`src/rtl/addr_win_pkg.sv`:
```
package addr_win_pkg;

    localparam int DW          = 64;
    localparam int NWIN        = 3;
    localparam int IX_W        = 3;
    localparam int WORD_BYTES  = 8;
    localparam int WORD_LSB    = $clog2(WORD_BYTES);
    localparam int DEC_SHIFT   = 14;
    localparam int MEM_KEEP_LO = 30;
    localparam int RW_KEEP_LO  = 26;
    localparam int EN_KEEP_LO  = 59;
    localparam logic [DW-1:0] RW_SPAN = 64'h1000;

    // window numbering used by hit vector and decode set
    localparam int W_M0 = 0;
    localparam int W_M1 = 1;
    localparam int W_RW = 2;

    // enable bit positions inside the enable register
    localparam int EN_BIT_M0 = 63;
    localparam int EN_BIT_M1 = 62;
    localparam int EN_BIT_RW = 61;

    typedef enum logic [IX_W-1:0] {
        IX_M0_BASE = 3'd0,
        IX_M0_MASK = 3'd1,
        IX_M1_BASE = 3'd2,
        IX_M1_MASK = 3'd3,
        IX_RW_BASE = 3'd4,
        IX_ENABLE  = 3'd5
    } reg_ix_e;

    typedef struct packed {
        logic            ok;
        logic            wr;
        logic            rd;
        logic [IX_W-1:0] ix;
    } acc_t;

    typedef struct packed {
        logic [DW-1:0] m0_base;
        logic [DW-1:0] m0_mask;
        logic [DW-1:0] m1_base;
        logic [DW-1:0] m1_mask;
        logic [DW-1:0] rw_base;
        logic [DW-1:0] enable;
    } cfg_regs_t;

    typedef struct packed {
        logic [DW-1:0] base;
        logic [DW:0]   limit;
    } win_t;

    typedef win_t [NWIN-1:0] win_set_t;

    function automatic logic [DW-1:0] keep_from(input logic [DW-1:0] v, input int lo);
        return v & ({DW{1'b1}} << lo);
    endfunction

    function automatic win_t decode_masked(input logic [DW-1:0] base_raw,
                                           input logic [DW-1:0] mask_raw);
        win_t w;
        w.base  = base_raw >> DEC_SHIFT;
        w.limit = {1'b0, w.base} + {1'b0, (~mask_raw) >> DEC_SHIFT} + (DW+1)'(1);
        return w;
    endfunction

    function automatic win_t decode_fixed(input logic [DW-1:0] base_raw,
                                          input logic [DW-1:0] span);
        win_t w;
        w.base  = base_raw >> DEC_SHIFT;
        w.limit = {1'b0, w.base} + {1'b0, span};
        return w;
    endfunction

    function automatic win_set_t decode_all(input cfg_regs_t r);
        win_set_t s;
        s[W_M0] = decode_masked(r.m0_base, r.m0_mask);
        s[W_M1] = decode_masked(r.m1_base, r.m1_mask);
        s[W_RW] = decode_fixed(r.rw_base, RW_SPAN);
        return s;
    endfunction

    function automatic cfg_regs_t build_defaults(input logic [DW-1:0] m0b,
                                                 input logic [DW-1:0] m0m,
                                                 input logic [DW-1:0] m1b,
                                                 input logic [DW-1:0] m1m,
                                                 input logic [DW-1:0] rwb);
        cfg_regs_t r;
        r.m0_base = keep_from(m0b, MEM_KEEP_LO);
        r.m0_mask = keep_from(m0m, MEM_KEEP_LO);
        r.m1_base = keep_from(m1b, MEM_KEEP_LO);
        r.m1_mask = keep_from(m1m, MEM_KEEP_LO);
        r.rw_base = keep_from(rwb, RW_KEEP_LO);
        r.enable  = '0;
        return r;
    endfunction

endpackage

```
`src/rtl/awd_access.sv`:
```
module awd_access
    import addr_win_pkg::*;
#(
    parameter int AW = 6,
    parameter int BW = 4
) (
    input  logic          valid,
    input  logic          write,
    input  logic [AW-1:0] addr,
    input  logic [BW-1:0] bytes,
    output acc_t          acc
);

    logic size_ok;
    logic align_ok;

    assign size_ok  = (bytes == BW'(WORD_BYTES));
    assign align_ok = (addr[WORD_LSB-1:0] == '0);

    always_comb begin
        acc.ok = valid && size_ok && align_ok;
        acc.wr = acc.ok && write;
        acc.rd = acc.ok && !write;
        acc.ix = IX_W'(addr >> WORD_LSB);
    end

endmodule

```
`src/rtl/awd_regfile.sv`:
```
module awd_regfile
    import addr_win_pkg::*;
#(
    parameter cfg_regs_t DEF_REGS = '0
) (
    input  logic            clk,
    input  logic            rst,
    input  acc_t            acc,
    input  logic [DW-1:0]   wdata,
    output logic [DW-1:0]   rdata,
    output logic            err,
    output cfg_regs_t       regs,
    output logic [NWIN-1:0] win_en,
    output logic            en_load
);

    cfg_regs_t regs_q;
    logic      err_q;
    logic      mem_live;
    logic      rw_live;

    assign mem_live = regs_q.enable[EN_BIT_M0] || regs_q.enable[EN_BIT_M1];
    assign rw_live  = regs_q.enable[EN_BIT_RW];

    always_ff @(posedge clk) begin
        if (rst) begin
            regs_q <= DEF_REGS;
            err_q  <= 1'b0;
        end else if (acc.wr) begin
            case (acc.ix)
                IX_M0_BASE: begin
                    regs_q.m0_base <= keep_from(wdata, MEM_KEEP_LO);
                    if (mem_live) err_q <= 1'b1;
                end
                IX_M0_MASK: begin
                    regs_q.m0_mask <= keep_from(wdata, MEM_KEEP_LO);
                    if (mem_live) err_q <= 1'b1;
                end
                IX_M1_BASE: begin
                    regs_q.m1_base <= keep_from(wdata, MEM_KEEP_LO);
                    if (mem_live) err_q <= 1'b1;
                end
                IX_M1_MASK: begin
                    regs_q.m1_mask <= keep_from(wdata, MEM_KEEP_LO);
                    if (mem_live) err_q <= 1'b1;
                end
                IX_RW_BASE: begin
                    regs_q.rw_base <= keep_from(wdata, RW_KEEP_LO);
                    if (rw_live) err_q <= 1'b1;
                end
                IX_ENABLE: begin
                    regs_q.enable <= keep_from(wdata, EN_KEEP_LO);
                end
                default: begin
                    err_q <= 1'b1;
                end
            endcase
        end
    end

    always_comb begin
        rdata = '0;
        if (acc.rd) begin
            case (acc.ix)
                IX_M0_BASE: rdata = regs_q.m0_base;
                IX_M0_MASK: rdata = regs_q.m0_mask;
                IX_M1_BASE: rdata = regs_q.m1_base;
                IX_M1_MASK: rdata = regs_q.m1_mask;
                IX_RW_BASE: rdata = regs_q.rw_base;
                IX_ENABLE:  rdata = regs_q.enable;
                default:    rdata = '0;
            endcase
        end
    end

    assign en_load      = acc.wr && (acc.ix == IX_ENABLE);
    assign err          = err_q;
    assign regs         = regs_q;
    assign win_en[W_M0] = regs_q.enable[EN_BIT_M0];
    assign win_en[W_M1] = regs_q.enable[EN_BIT_M1];
    assign win_en[W_RW] = regs_q.enable[EN_BIT_RW];

endmodule

```
`src/rtl/awd_win_latch.sv`:
```
module awd_win_latch
    import addr_win_pkg::*;
#(
    parameter cfg_regs_t DEF_REGS = '0
) (
    input  logic      clk,
    input  logic      rst,
    input  logic      load,
    input  cfg_regs_t regs,
    output win_set_t  wins
);

    localparam win_set_t DEF_WINS = decode_all(DEF_REGS);

    win_set_t wins_q;
    win_set_t wins_d;

    assign wins_d = decode_all(regs);

    always_ff @(posedge clk) begin
        if (rst) begin
            wins_q <= DEF_WINS;
        end else if (load) begin
            wins_q <= wins_d;
        end
    end

    assign wins = wins_q;

endmodule

```
`src/rtl/awd_win_match.sv`:
```
module awd_win_match
    import addr_win_pkg::*;
(
    input  logic [NWIN-1:0] win_en,
    input  win_set_t        wins,
    input  logic [DW-1:0]   addr,
    output logic [NWIN-1:0] hit,
    output logic [DW-1:0]   offset
);

    for (genvar g = 0; g < NWIN; g++) begin : g_win
        logic above_base;
        logic below_limit;
        assign above_base  = (addr >= wins[g].base);
        assign below_limit = ({1'b0, addr} < wins[g].limit);
        assign hit[g]      = win_en[g] && above_base && below_limit;
    end

    // lowest-numbered hit window selects the offset
    always_comb begin
        offset = '0;
        for (int i = NWIN - 1; i >= 0; i--) begin
            if (hit[i]) offset = addr - wins[i].base;
        end
    end

endmodule

```
`src/rtl/addr_window_decoder.sv`:
```
module addr_window_decoder
    import addr_win_pkg::*;
#(
    parameter int          ACC_AW      = IX_W + WORD_LSB,
    parameter int          ACC_BW      = 4,
    parameter logic [63:0] DEF_M0_BASE = 64'h0000_1000_0000_0000,
    parameter logic [63:0] DEF_M0_MASK = 64'hFFFF_FFFC_0000_0000,
    parameter logic [63:0] DEF_M1_BASE = 64'h0000_2000_0000_0000,
    parameter logic [63:0] DEF_M1_MASK = 64'hFFFF_FFFF_C000_0000,
    parameter logic [63:0] DEF_RW_BASE = 64'h0000_4000_0000_0000
) (
    input  logic              clk,
    input  logic              rst,
    input  logic              acc_valid,
    input  logic              acc_write,
    input  logic [ACC_AW-1:0] acc_addr,
    input  logic [ACC_BW-1:0] acc_bytes,
    input  logic [63:0]       acc_wdata,
    output logic [63:0]       acc_rdata,
    output logic              err_flag,
    input  logic [63:0]       lk_addr,
    output logic [2:0]        lk_hit,
    output logic [63:0]       lk_offset
);

    localparam cfg_regs_t DEF_REGS =
        build_defaults(DEF_M0_BASE, DEF_M0_MASK, DEF_M1_BASE, DEF_M1_MASK, DEF_RW_BASE);

    acc_t            acc;
    cfg_regs_t       regs;
    win_set_t        wins;
    logic [NWIN-1:0] win_en;
    logic            en_load;

    awd_access #(.AW(ACC_AW), .BW(ACC_BW)) u_access (
        .valid (acc_valid),
        .write (acc_write),
        .addr  (acc_addr),
        .bytes (acc_bytes),
        .acc   (acc)
    );

    awd_regfile #(.DEF_REGS(DEF_REGS)) u_regs (
        .clk     (clk),
        .rst     (rst),
        .acc     (acc),
        .wdata   (acc_wdata),
        .rdata   (acc_rdata),
        .err     (err_flag),
        .regs    (regs),
        .win_en  (win_en),
        .en_load (en_load)
    );

    awd_win_latch #(.DEF_REGS(DEF_REGS)) u_latch (
        .clk  (clk),
        .rst  (rst),
        .load (en_load),
        .regs (regs),
        .wins (wins)
    );

    awd_win_match u_match (
        .win_en (win_en),
        .wins   (wins),
        .addr   (lk_addr),
        .hit    (lk_hit),
        .offset (lk_offset)
    );

endmodule

```
`config.mk`:
```
export PLATFORM = sky130hd
export DESIGN_NAME = addr_window_decoder
export DESIGN_NICKNAME = d
export VERILOG_FILES = /design/src/rtl/addr_win_pkg.sv /design/src/rtl/awd_access.sv /design/src/rtl/awd_regfile.sv /design/src/rtl/awd_win_latch.sv /design/src/rtl/awd_win_match.sv /design/src/rtl/addr_window_decoder.sv
export SDC_FILE = /design/constraint.sdc
export NUM_CORES = 1
export LEC_CHECK = 0
export CAP_MARGIN = 20
export CORE_AREA = 2 2 246 248
export CTS_CLUSTER_DIAMETER = 200
export DETAILED_ROUTE_END_ITERATION = 8
export DIE_AREA = 0 0 248 250
export PLACE_DENSITY_LB_ADDON = 0.2
export SYNTH_ARGS = -nofsm -noshare
export SYNTH_HDL_FRONTEND = slang
export SYNTH_SLANG_ARGS = --single-unit
```
`constraint.sdc`:
```
create_clock -name clk -period 5.9 [get_ports clk]
set_clock_uncertainty 0.2 [all_clocks]
set_input_delay 0.885 -clock clk [delete_from_list [all_inputs] [get_ports clk]]
set_output_delay 0.885 -clock clk [all_outputs]
set_load 0.01 [all_outputs]
```
# Yosys cells after proc, flatten, opt, wreduce, memory -nomap -nowiden
# Cells that the tools add are included.
[totals]
regBits = 481
input_bits = 142
out_inout_bits = 132
word_cells = 69
[classes]
add_sub_neg = 8
order_cmp = 6
n_eq_ne = 8
mux = 8
n_bitwise = 3
n_reduce_logical = 23
[ops]
columns = ["op", "count"]
rows = [
  ["64-bit one-hot mux with 6 select lines", 1],
  ["64-bit 2-to-1 mux", 4],
  ["64-bit by 65-bit less-than comparator with 1-bit output", 3],
  ["64-bit by 50-bit greater-or-equal comparator with 1-bit output", 3],
  ["64-bit by 50-bit subtractor with 64-bit output", 3],
  ["65-bit by 1-bit adder with 65-bit output (second input constant)", 2],
  ["64-bit NOT", 2],
  ["50-bit by 50-bit adder with 51-bit output", 2],
  ["50-bit by 13-bit adder with 51-bit output (second input constant)", 1],
  ["2-bit AND reduction", 6],
  ["1-bit logical AND", 11],
  ["3-bit by 2-bit equality test with 1-bit output (second input constant)", 2],
  ["3-bit equality test (second input constant)", 2],
  ["3-bit logical NOT", 2],
  ["4-bit equality test (second input constant)", 1],
  ["2-bit by 1-bit != test with 1-bit output (second input constant)", 2],
  ["4-bit AND reduction", 1],
  ["4-bit OR reduction", 1],
  ["3-bit by 1-bit equality test with 1-bit output (second input constant)", 1],
  ["1-bit one-hot mux with 3 select lines", 1],
  ["1-bit 2-to-1 mux", 2],
  ["1-bit logical NOT", 1],
  ["1-bit logical OR", 1],
  ["1-bit NOT", 1],
]

# Logic depth before layout (Yosys ltp)
[logic_depth]
ltp_word = 6
depth_mapped = 17
depth_no_buf = 15

# Hierarchy
# From an unflattened synthesis, not the netlist that was laid out.
[unflattened]
hier_cells = 5979
hier_area_um2 = 45050.7
[modules_own_cells]
columns = ["mod", "instances", "cells_per_inst", "area_per_inst_um2", "seq_area_each_um2"]
rows = [
  ["awd_win_match", 1, 2783, 18164.9, 0.0],
  ["awd_win_latch", 1, 2043, 17140.2, 5825.6],
  ["awd_regfile", 1, 1144, 9685.5, 3603.5],
  ["awd_access", 1, 9, 60.1, 0.0],
]

# Least setup slack after synthesis
# OpenSTA, ideal clock, no wires.
[synth_timing]
kind = "in2out"
startpoint = "input port lk_addr[33]"
endpoint = "output port lk_offset[61]"
t_arrival_ns = 3.793
required_time_ns = 4.815
slack_ns = 1.022
path_stages = 13
n_path_buf = 1
cell_sequence = "ha_1 a21oi_1 o21ai_0 a2111oi_1 o32a_1 o211ai_2 nor4_1 nor3_1 or2_1 or2_1 buf_2 or4_1 o211ai_1"
[synth_via]
elab_chain_len = 6
elab_cells_between_ends = 18
cone_classes = "add/sub: 3; order compare: 6; mux: 3; reduce/logical: 6"
[synth_lines]
columns = ["element", "line", "rtl"]
rows = [
  ["start, declared", "addr_window_decoder.sv:21", "input logic [63:0] lk_addr,"],
  ["64-bit by 50-bit greater-or-equal comparator with 1-bit output", "awd_win_match.sv:14", "assign above_base = (addr >= wins[g].base);"],
  ["1-bit logical AND (2 in a row)", "awd_win_match.sv:16", "assign hit[g] = win_en[g] && above_base && below_limit;"],
  ["64-bit 2-to-1 mux (2 in a row)", "awd_win_match.sv:23", "if (hit[i]) offset = addr - wins[i].base;"],
  ["64-bit 2-to-1 mux (*)", "awd_win_match.sv:23", ""],
  ["end, declared", "addr_window_decoder.sv:23", "output logic [63:0] lk_offset"],
]
# Mark *: on every way between the ends. The rest lies on a longest branch, timed or not.

# Final worst setup path
[layout_timing]
startpoint = "input port lk_addr[60]"
endpoint = "output port lk_offset[22]"
# Same word-level chain as after synthesis.

==> out/qor.yml <==
syn_to_final_growth_pct: 21.18
wirelength_um: 116900
yosysMostFrequentCell: "nand2_1"
seq_area_frac_synth_pct: 24.55
peakVddDrop_uv: 187.5
grt_pass1_vias: 31138
cts_tree: "yes"
antenna_left: 0
crit_type: "input pin to primary output"
cp_num_buf_inv: 5
die_x_um: 248
setup-tns-final_ns: 0
grt_max_degree: 178
end_kind: "primary output"
fmax_mhz: 169.9
slowest_stage: "or4_4"
power.internal_mw: 4.821
clock_power_share_pct: 44.4
core_area_um2: 59570
synth_area_leaders: "dfxtp_1, ha_1, nand2_1, a21oi_1, inv_1"
synth_edf_count: 0
via_per_inst: 6.006
relSlewSlack_pct: 20.61
final.period_utilization_pct: 99.79
setup_viol: 0
drt_iter0_drc: 4107
grt_usage_pct: 36.38
synth_cell_types: 110
pin_count: 274
synth_warnings: 0
cts.sinks: 397
netlist_instances: 4443
avgSynthCellArea_um2: 7.287
nets: 5262
antenna_found_initial: 1
cp_num_cells: 14
ff2ff_path_depth: 12
whs_path_depth: 2
synth_commonest_cells: "nand2_1, a21oi_1, dfxtp_1, inv_1, ha_1"
required_ns: 4.82
p_sw_share_pct: 26.52
ys_seq_elements: 397
crit_fanout: 14
ff2ff_setup_slack_ns: 1.26
gp_congestion: 1.005
fin_util_pct: 65.86
max_slew.worst_pin.slew_ns: 1.188
clk_latency_ns: 0.59
timing.critical_path.max_delay_family: "simple AND/OR/NAND/NOR gates"
htree_levels: 2
vias: 33915
p_switching_mw: 1.740
start_util_pct: 54.35
hold_class: "register to register"
hold_viol: 0
total_power_mw: 6.562
diodes: 0
syn_area_um2: 32370
numCtsBuffers: 45
io_buffers: 221
wire_per_inst_um: 20.70
crit_path_start_kind: "input pin"
dpl.hpwl_um: 90670
drv_slew: 0
rsz0062_at_grt: "true"
p_per_area_nw_per_um2: 167.3
status: "finished clean"
first_pass_iters: 8
min_period_ns: 5.888
clk_path_buf_depth: 3
clkTransAtPathRegs_ns: 0.06
cp.arrival_ns: 4.80
design.die.area_um2: 62000
chipHeight_um: 250
synthArstFlopShare_pct: 0
seq_power_share_pct: 40.9
grt_overflow: 0
cap_violations: 0
synth_ff_type: "dfxtp_1"
cpPeakStageDelay_ns: 0.56
synth_top_area_share_pct: 24.55
placedCellCount: 5553
p_comb_share_pct: 14.8
drive_above_1_share_pct: 12.00
holdWs_ns: 0.2544
grt_pass1_wl_um: 176000
drc: 0
cts_root_buf: "clkbuf_16"
leakagePower_nw: 16.28
crit_chain: "clkdlybuf4s50_1 > nor4_4 > nand3_4 > or4_4 > or4_4 > a311o_2 > o211ai_2 > buf_4 > buf_12 > o31ai_1 > nand2_1 > o21ai_0 > buf_4 > clkdlybuf4s50_1"
synth_top_area_cell: "dfxtp_1"
fin_cells: 5647
rows: 90
-- through the flow --
stage / instance area [um^2] / setup slack (ns)
6_report: 39230 / 0.01248
5_1_grt: 39230 / -0.2014
4_1_cts: 38950 / 0.001639
3_5_place_dp: 37310 / -0.3557
3_3_place_gp: 37310 / -0.3711
2_1_floorplan: 32470 / 1.022
-- worst reg2reg max path, stage by stage, from the launching register on --
cell and delay [ns]:
dfxtp_1 0.39, ha_1 0.60, o21ai_0 0.18, nor3_1 0.55
o311ai_1 0.38, a211oi_1 0.48, o21ai_0 0.20, a211oi_2 0.37
nand3_1 0.21, nor4_4 0.41, nand3_1 0.14, xnor2_1 0.27
a211oi_1 0.11
-- power by group through the flow --
stage               sequential (mW)  combinational (mW)  clock (mW)
floorplan                      2.74               0.507           0
global placement               2.74               0.918           0
detailed placement             2.74               0.926           0
CTS                            2.68               0.937        2.92
global route                   2.68                1.05        3.02
finish                         2.68               0.969        2.91
-- repair_timing --
action	in CTS	in global routing
hold buffers	0	0
resized for setup	63	76
endpoints found under the setup margin	64	63
buffers inserted	2	7
cloned	1	0
pin swaps	5	11
-- kinds of logic after synthesis --
family | count (synthesis) | synth area share (%)
muxes | 56 | 1.905
adders and majority gates | 292 | 11.40
and+or+nand+nor | 1648 | 23.99
other | 1 | 0.01158
AOI/OAI and AO/OA | 1187 | 24.08
buffers and inverters | 627 | 7.702
xor gates and xnor gates | 235 | 6.357
DFF | 397 | 24.55
-- cell usage in the layout (no fill, tap or decap), types with 23 or more instances in the layout --
cell type,count
ha_1,287
clkdlybuf4s50_1,158
a222oi_1,27
dfxtp_1,397
xnor2_1,129
a31oi_1,23
nand3b_1,74
nor2b_1,33
inv_1,350
dlygate4sd2_1,31
nand3_1,89
o21a_1,32
buf_4,355
nor2_1,282
dlymetal6s2s_1,26
a211oi_1,111
nand4_1,76
xor2_1,106
and2_1,32
nor3_1,54
conb_1,26
nand2_1,793
a21o_1,122
o21ai_0,131
and3_1,48
clkbuf_16,47
mux2i_1,47
a21oi_1,445
-- sequential cells by signal (all words and copies together), names as in the netlist --
register	cells
u_latch.wins	217
u_regs.regs	179
u_regs.err	1
-- worst paths after layout --
check,to,startpoint
worst max-delay path,lk_offset[22],lk_addr[60]
worst min-delay path,u_latch.wins[353],u_latch.wins[353]
worst max register to register,u_latch.wins[176],u_regs.regs[232]
worst min register to register,u_latch.wins[353],u_latch.wins[353]
-- final cells by class --
type	count	area, um^2
Timing Repair Buffer	586	5079
Clock buffer	65	1364
Fill cell	5311	20340
Sequential cell	397	7948
Multi-Input combinational cell	3444	22370
Inverter	354	1329
Clock inverter	19	166.4
Tap cell	782	978.4
-- layer usage --
layer  global-route usage (%)  share of wire, %  vias to the layer above  wire length (um)
met5                        0                 0                        -                 0
met1                    53.16                44                    15856             51990
li1                         -                 -                    16362                 -
met3                    4.420               9.6                      197             11230
met4                    10.16               3.0                        0              3511
met2                    55.85                43                     1500             50180
(Power assumes the default switching activity.)
